## src/rtl/cpl_deadtime.sv

```systemverilog
module cpl_deadtime (
  input  logic       clk,
  input  logic       rst_n,
  input  logic       ref_i,
  input  logic       tick_i,
  input  logic [7:0] dt_code_i,
  input  logic       main_en_i,
  input  logic       comp_en_i,
  input  logic       main_pol_i,
  input  logic       comp_pol_i,
  input  logic       gate_en_i,
  input  logic       trip_i,
  input  logic       run_hold_i,
  input  logic       idle_hold_i,
  input  logic       main_idle_i,
  input  logic       comp_idle_i,
  output logic       main_o,
  output logic       main_oe_o,
  output logic       comp_o,
  output logic       comp_oe_o
);
  localparam int CNT_W = 10;

  logic [CNT_W-1:0] span, cnt;
  logic ref_q, settled;
  logic live, any_en, main_act, comp_act;

  always_comb begin
    casez (dt_code_i)
      8'b0???????: span = {3'b000, dt_code_i[6:0]};
      8'b10??????: span = {3'b000, 1'b1, dt_code_i[5:0]} << 1;
      8'b110?????: span = {4'b0000, 1'b1, dt_code_i[4:0]} << 3;
      default:     span = {4'b0000, 1'b1, dt_code_i[4:0]} << 4;
    endcase
  end

  always_ff @(posedge clk or negedge rst_n) begin
    if (!rst_n) begin
      ref_q   <= 1'b0;
      settled <= 1'b0;
      cnt     <= '0;
    end else if (ref_i != ref_q) begin
      ref_q <= ref_i;
      cnt   <= span;
      if (span == '0) settled <= ref_i;
    end else if (tick_i && cnt != '0) begin
      cnt <= cnt - CNT_W'(1);
      if (cnt == CNT_W'(1)) settled <= ref_q;
    end
  end

  assign live     = gate_en_i & ~trip_i;
  assign any_en   = main_en_i | comp_en_i;
  assign main_act = main_en_i & ref_q & (settled | ~comp_en_i);
  assign comp_act = comp_en_i & (main_en_i ? (~ref_q & ~settled) : ref_q);

  assign main_o    = live ? (main_act ^ main_pol_i) : main_idle_i;
  assign comp_o    = live ? (comp_act ^ comp_pol_i) : comp_idle_i;
  assign main_oe_o = live ? (main_en_i | (run_hold_i & any_en)) : (idle_hold_i & any_en);
  assign comp_oe_o = live ? (comp_en_i | (run_hold_i & any_en)) : (idle_hold_i & any_en);
endmodule


```

## config.mk

```make
export PLATFORM = sky130hd
export DESIGN_NAME = cpl_deadtime
export DESIGN_NICKNAME = d
export VERILOG_FILES = /design/src/rtl/cpl_deadtime.sv
export SDC_FILE = /design/constraint.sdc
export NUM_CORES = 1
export LEC_CHECK = 0
export ABC_CLOCK_PERIOD_IN_PS = 2360
export BUFFER_PORTS_ARGS = -buffer_cell sky130_fd_sc_hd__buf_4
export CAP_MARGIN = 20
export CORE_MARGIN = 3
export CORE_UTILIZATION = 52
export DETAILED_ROUTE_END_ITERATION = 16
export GPL_TIMING_DRIVEN = 1
export PLACE_DENSITY = 0.78
export SKIP_LAST_GASP = 1
export SLEW_MARGIN = 10
export SYNTH_ARGS = -nofsm -noshare
export SYNTH_HDL_FRONTEND = slang
export SYNTH_SLANG_ARGS = --single-unit
```

## constraint.sdc

```tcl
create_clock -name clk -period 2.36 [get_ports clk]
set_input_delay 0.118 -clock clk [delete_from_list [all_inputs] [get_ports clk]]
set_output_delay 0.118 -clock clk [all_outputs]
set_load 0.03 [all_outputs]
```

======== Word level (Yosys, flattened, before mapping) ========
Index checks and enable logic that the tools add are counted.
cells by class
  $add $sub $neg .......................... 1
  equal/unequal tests ..................... 5
  mux-type cells .......................... 12
  bitwise gates (word level) .............. 18
  reduce and logical (&&, ||, !) cells .... 6
operators with widths
  cell                                                   count
  case mux 10 bit (3 select lines)                       1
  2-to-1 mux 10 bit                                      2
  == test 10 x 1 -> 1 bit, second input constant         1
  zero test 10 bit                                       1
  nonzero test 10 bit                                    1
  subtractor 10 x 1 -> 10 bit, second input constant     1
  2-to-1 mux 1 bit                                       9
  AND 1 bit                                              7
  NOT 1 bit                                              5
  bitwise OR 1 bit                                       4
  nonzero test 2 bit                                     2
  == test 3 bit, second input constant                   1
  AND reduction 3 bit                                    1
  == test 2 bit, second input constant                   1
  inequality test 2 x 1 -> 1 bit, second input constant  1
  XOR 1 bit                                              2
  logical AND 1 bit                                      1
  inequality test 1 bit                                  1
storage, ports and cells
  register bits ........................... 12
  input port bits ......................... 22
  output and inout bits ................... 4

======== Logic depth before layout (Yosys ltp) ========
  word-level depth ........................ 6
  mapped depth ............................ 7

======== Least setup slack after synthesis ========
No wires, ideal clock.
  path kind ............................... flip-flop to flip-flop
  start ................................... register cnt[0]
  end ..................................... register cnt[5]
  arrival time ............................ 1734 ps
  data required time ...................... 2278 ps
  path slack .............................. 544 ps
  stages on the path, launching flop included .. 8
  path buffers ............................ 1
  path through ............................ dfrtp_1 inv_1 ha_1 nor3b_2 and3_1 buf_6 or4_1 a31oi_1
between the ends
  cells in the longest elaborated chain, start to end .. 3
RTL lines
  item                                                                       RTL line  source
  from (decl)                                                                24        logic [CNT_W-1:0] span, cnt;
  from (signal assigned)                                                     44        cnt <= span;
  from (signal assigned)                                                     47        cnt <= cnt - CNT_W'(1);
  subtractor 10 x 1 -> 10 bit / nonzero test 10 bit (equally long branches)  47, 46
  2-to-1 mux 10 bit / logical AND 1 bit (equally long branches)              46        end else if (tick_i && cnt != '0) begin
  2-to-1 mux 10 bit / nonzero test 2 bit (equally long branches)             n/a
Parallel ways exist; a longest one is shown, timed or not. The select of a mux whose other input is x is not followed.
A chain may end at the register's enable or synchronous reset.

======== Worst setup path in the final report ========
Same ends and word-level chain as after synthesis.

==> flow_summary.json <==
{
  "status": "completed",
  "synth_compound_area_frac": 0.235,
  "antenna_left": 0,
  "synth_mux_area_frac": 0.0496,
  "drt_iter0_drc": 36,
  "period_needed_ns": 1.88,
  "power_density_nw_per_um2": 886,
  "hold_viol": 0,
  "path_clk_slew_ns": 0.08,
  "grt.busiest_layer": "met2",
  "rr_worst_depth": 6,
  "max_stage_delay_ns": 0.48,
  "rrSetupSlack_ns": 0.48,
  "crit_slowest_cell": "or4_1",
  "clock_latency_ns": 0.28,
  "synth_top_family_by_area": "simple AND/OR/NAND/NOR gates",
  "finalWirelength_um": 2520,
  "fin_crit_sh": 0.796,
  "globalRouteMet3Util": 0.0712,
  "ys_seq_elements": 12,
  "layout_common_cells": "buf_4 (27), dfrtp_1 (12), nand2_1 (11), o21ai_0 (11)",
  "syn_inst": 126,
  "grt_pass1_vias": 1030,
  "rows": 15,
  "drc": 0,
  "syn_nets": 152,
  "clkSinkCount": 12,
  "gp_congestion": 0.942,
  "portBuffers": 25,
  "setup_viol": 0,
  "vias": 1061,
  "finClkSkew_ns": 0.00671,
  "core_um2": 1800,
  "ios": 26,
  "nFillCells": 157,
  "drt-pass1-iter-count": 4,
  "drive_gt1_frac": 0.248,
  "die_w_um": 50.6,
  "p_leak_nw": 0.554,
  "required_ns": 2.57,
  "tns_ns": 0,
  "worstSetupStartpointType": "flip-flop",
  "r2r-start": "cnt[0]",
  "drv_slew": 0,
  "power_mw": 1.14,
  "area_growth_pct": 24.5,
  "cp-endpoint": "cnt[5]",
  "drv_cap": 0,
  "grtUsageTotal": 0.222,
  "yosysUniqueCellTypes": 42,
  "peakVddDrop_v": 0.000629,
  "cts_max_level": 1,
  "use_met1": 0.259,
  "syn_area_per_cell_um2": 8.21,
  "fmax_mhz": 532,
  "crit_chain": "inv_1 -> ha_1 -> nor3b_2 -> and3_1 -> or4_1 -> a31oi_1",
  "num_antenna_cells": 0,
  "grt_use_met2": 0.383,
  "synthXorXnorAreaFrac": 0.0423,
  "synth_top_area_frac": 0.290,
  "place_hpwl_um": 2020,
  "crit_start": "cnt[0]",
  "hp-class": "input pin to flip-flop",
  "die_h_um": 50.6,
  "worst-setup-path-type": "flip-flop to flip-flop",
  "synth_top_cell_by_area": "dfrtp_1",
  "dieArea_um2": 2560,
  "final_nets": 180,
  "overflow": 0,
  "synth_fa_ha_area_frac": 0.0484,
  "crit_fanout": 6,
  "antenna_found_initial": 0,
  "yosys_warnings": 0,
  "syn_area_um2": 1030,
  "grt_pass1_wl_um": 4330,
  "start_util": 0.574,
  "tightest_slew_ns": 0.491,
  "relSlewSlack": 0.664,
  "arrival_ns": 2.08,
  "grt_setup_unrepaired": "no",
  "numCtsBuffers": 3,
  "grt_max_degree": 15,
  "tritoncts": "done",
  "ys_seq_area_frac": 0.290,
  "end_kind": "flip-flop",
  "yosys-top-cells-area": "dfrtp_1 (29%), o21ai_0 (5.3%), ha_1 (4.8%), nand2_1 (4.0%), mux2i_1 (3.9%)",
  "route.detailed.wl_per_inst_um": 14.1,
  "final_common_cell": "buf_4",
  "clockBufferDepth": 2,
  "routed_via_density": 5.96,
  "cts_root_buffer": "clkbuf_4",
  "cts_resized": 0,
  "r2r_end": "cnt[5]",
  "synth-simple-area-share": 0.277
}
## critical path: cells and delay by family, from the launching register on
family	cells	cell delay [ns]
buffers and inverters	1	0.06
AOI/OAI and AO/OA	1	0.16
DFF	1	0.42
adders and majority gates	1	0.24
and+or+nand+nor	3	0.92
## timing repair
action	4_1_cts	5_1_grt
buffers inserted	0	0
hold buffers	1	0
hold endpoints to repair	12	0
## cells by family after synthesis
logic type | after synthesis
buffers and inverters | 14
multiplexers | 5
XOR/XNOR | 5
flip-flops | 12
AO/OA/AOI/OAI | 38
adder cells (fa/ha/maj) | 4
AND/OR/NAND/NOR | 48
## layout make-up
class | instances | area [µm²] | area share
flip-flops and latches | 12 | 300 | 0.233
clock buffers | 4 | 36.3 | 0.0282
repair buffers | 28 | 213 | 0.165
inverters | 9 | 33.8 | 0.0262
multi-input cells | 100 | 674 | 0.523
well taps | 25 | 31.3 | 0.0243
## cells in the mapped netlist
| cell | count |
|---|---|
| o41ai_1 | 2 |
| buf_6 | 1 |
| mux2i_1 | 4 |
| or4_1 | 2 |
| a21boi_0 | 1 |
| a22oi_1 | 1 |
| o21ai_1 | 2 |
| nor3b_1 | 1 |
| a31oi_1 | 4 |
| inv_1 | 9 |
| a211o_1 | 1 |
| nor3b_2 | 1 |
| nand3b_1 | 3 |
| nand2_1 | 11 |
| o21ai_0 | 11 |
| a221oi_1 | 1 |
| xor2_1 | 1 |
| xnor2_1 | 4 |
| a21oi_1 | 6 |
| nor4_1 | 1 |
| a2111oi_0 | 1 |
| nand4bb_1 | 1 |
| o31ai_1 | 1 |
| a211oi_1 | 4 |
| or2_2 | 1 |
| clkbuf_1 | 4 |
| or3_2 | 1 |
| dfrtp_1 | 12 |
| nor2b_1 | 2 |
| mux2_2 | 1 |
| and3_1 | 2 |
| a22o_1 | 1 |
| nor3_1 | 2 |
| nand2b_1 | 2 |
| o221ai_1 | 1 |
| nor2_1 | 9 |
| nand4_1 | 2 |
| nor4b_2 | 2 |
| nor4_2 | 1 |
| a2bb2oi_1 | 1 |
| ha_1 | 4 |
| nand3_1 | 4 |
## flip-flops by register name (all words and copies together), names as in the netlist
| name | flops |
|---|---|
| settled | 1 |
| cnt | 10 |
| ref_q | 1 |
## routing by layer
metal | share of wire | vias to the layer above
met3 | 0.066 | 2
met4 | 0.0056 | 0
li1 | - | 523
met1 | 0.42 | 493
met5 | 0 | -
met2 | 0.50 | 43
## how the worst min path moves through the flow
| stage | to | slack [ns] | start | depth (start not counted) |
|---|---|---|---|---|
| final | ref_q | 0.09 | ref_i | 2 |
| after global routing | ref_q | 0.08 | ref_i | 2 |
| after CTS | ref_q | 0.08 | ref_i | 2 |
| after detailed placement | cnt[2] | -0.03 | rst_n | 1 |
| after global placement | cnt[2] | -0.03 | rst_n | 1 |
| after floorplan | cnt[0] | -0.18 | rst_n | 0 |
## power by group
group | internal (mW) | total (mW) | switching (mW)
registers | 0.299 | 0.428 | 0.129
clock network | 0.0940 | 0.168 | 0.0741
logic | 0.250 | 0.545 | 0.295
## stage by stage
step                hold WS [ns]   util  instances  setup WS (ns)  area (µm²)
CTS                       0.0840  0.715        178          0.484        1290
global placement         -0.0318  0.690        173          0.545        1240
floorplan                 -0.178      -        126          0.544        1030
global route              0.0829  0.715        178          0.353        1290
detailed placement       -0.0336  0.690        173          0.518        1240
finish                    0.0857  0.715        178          0.482        1290
Note: power is estimated with default switching activity, not from simulation.
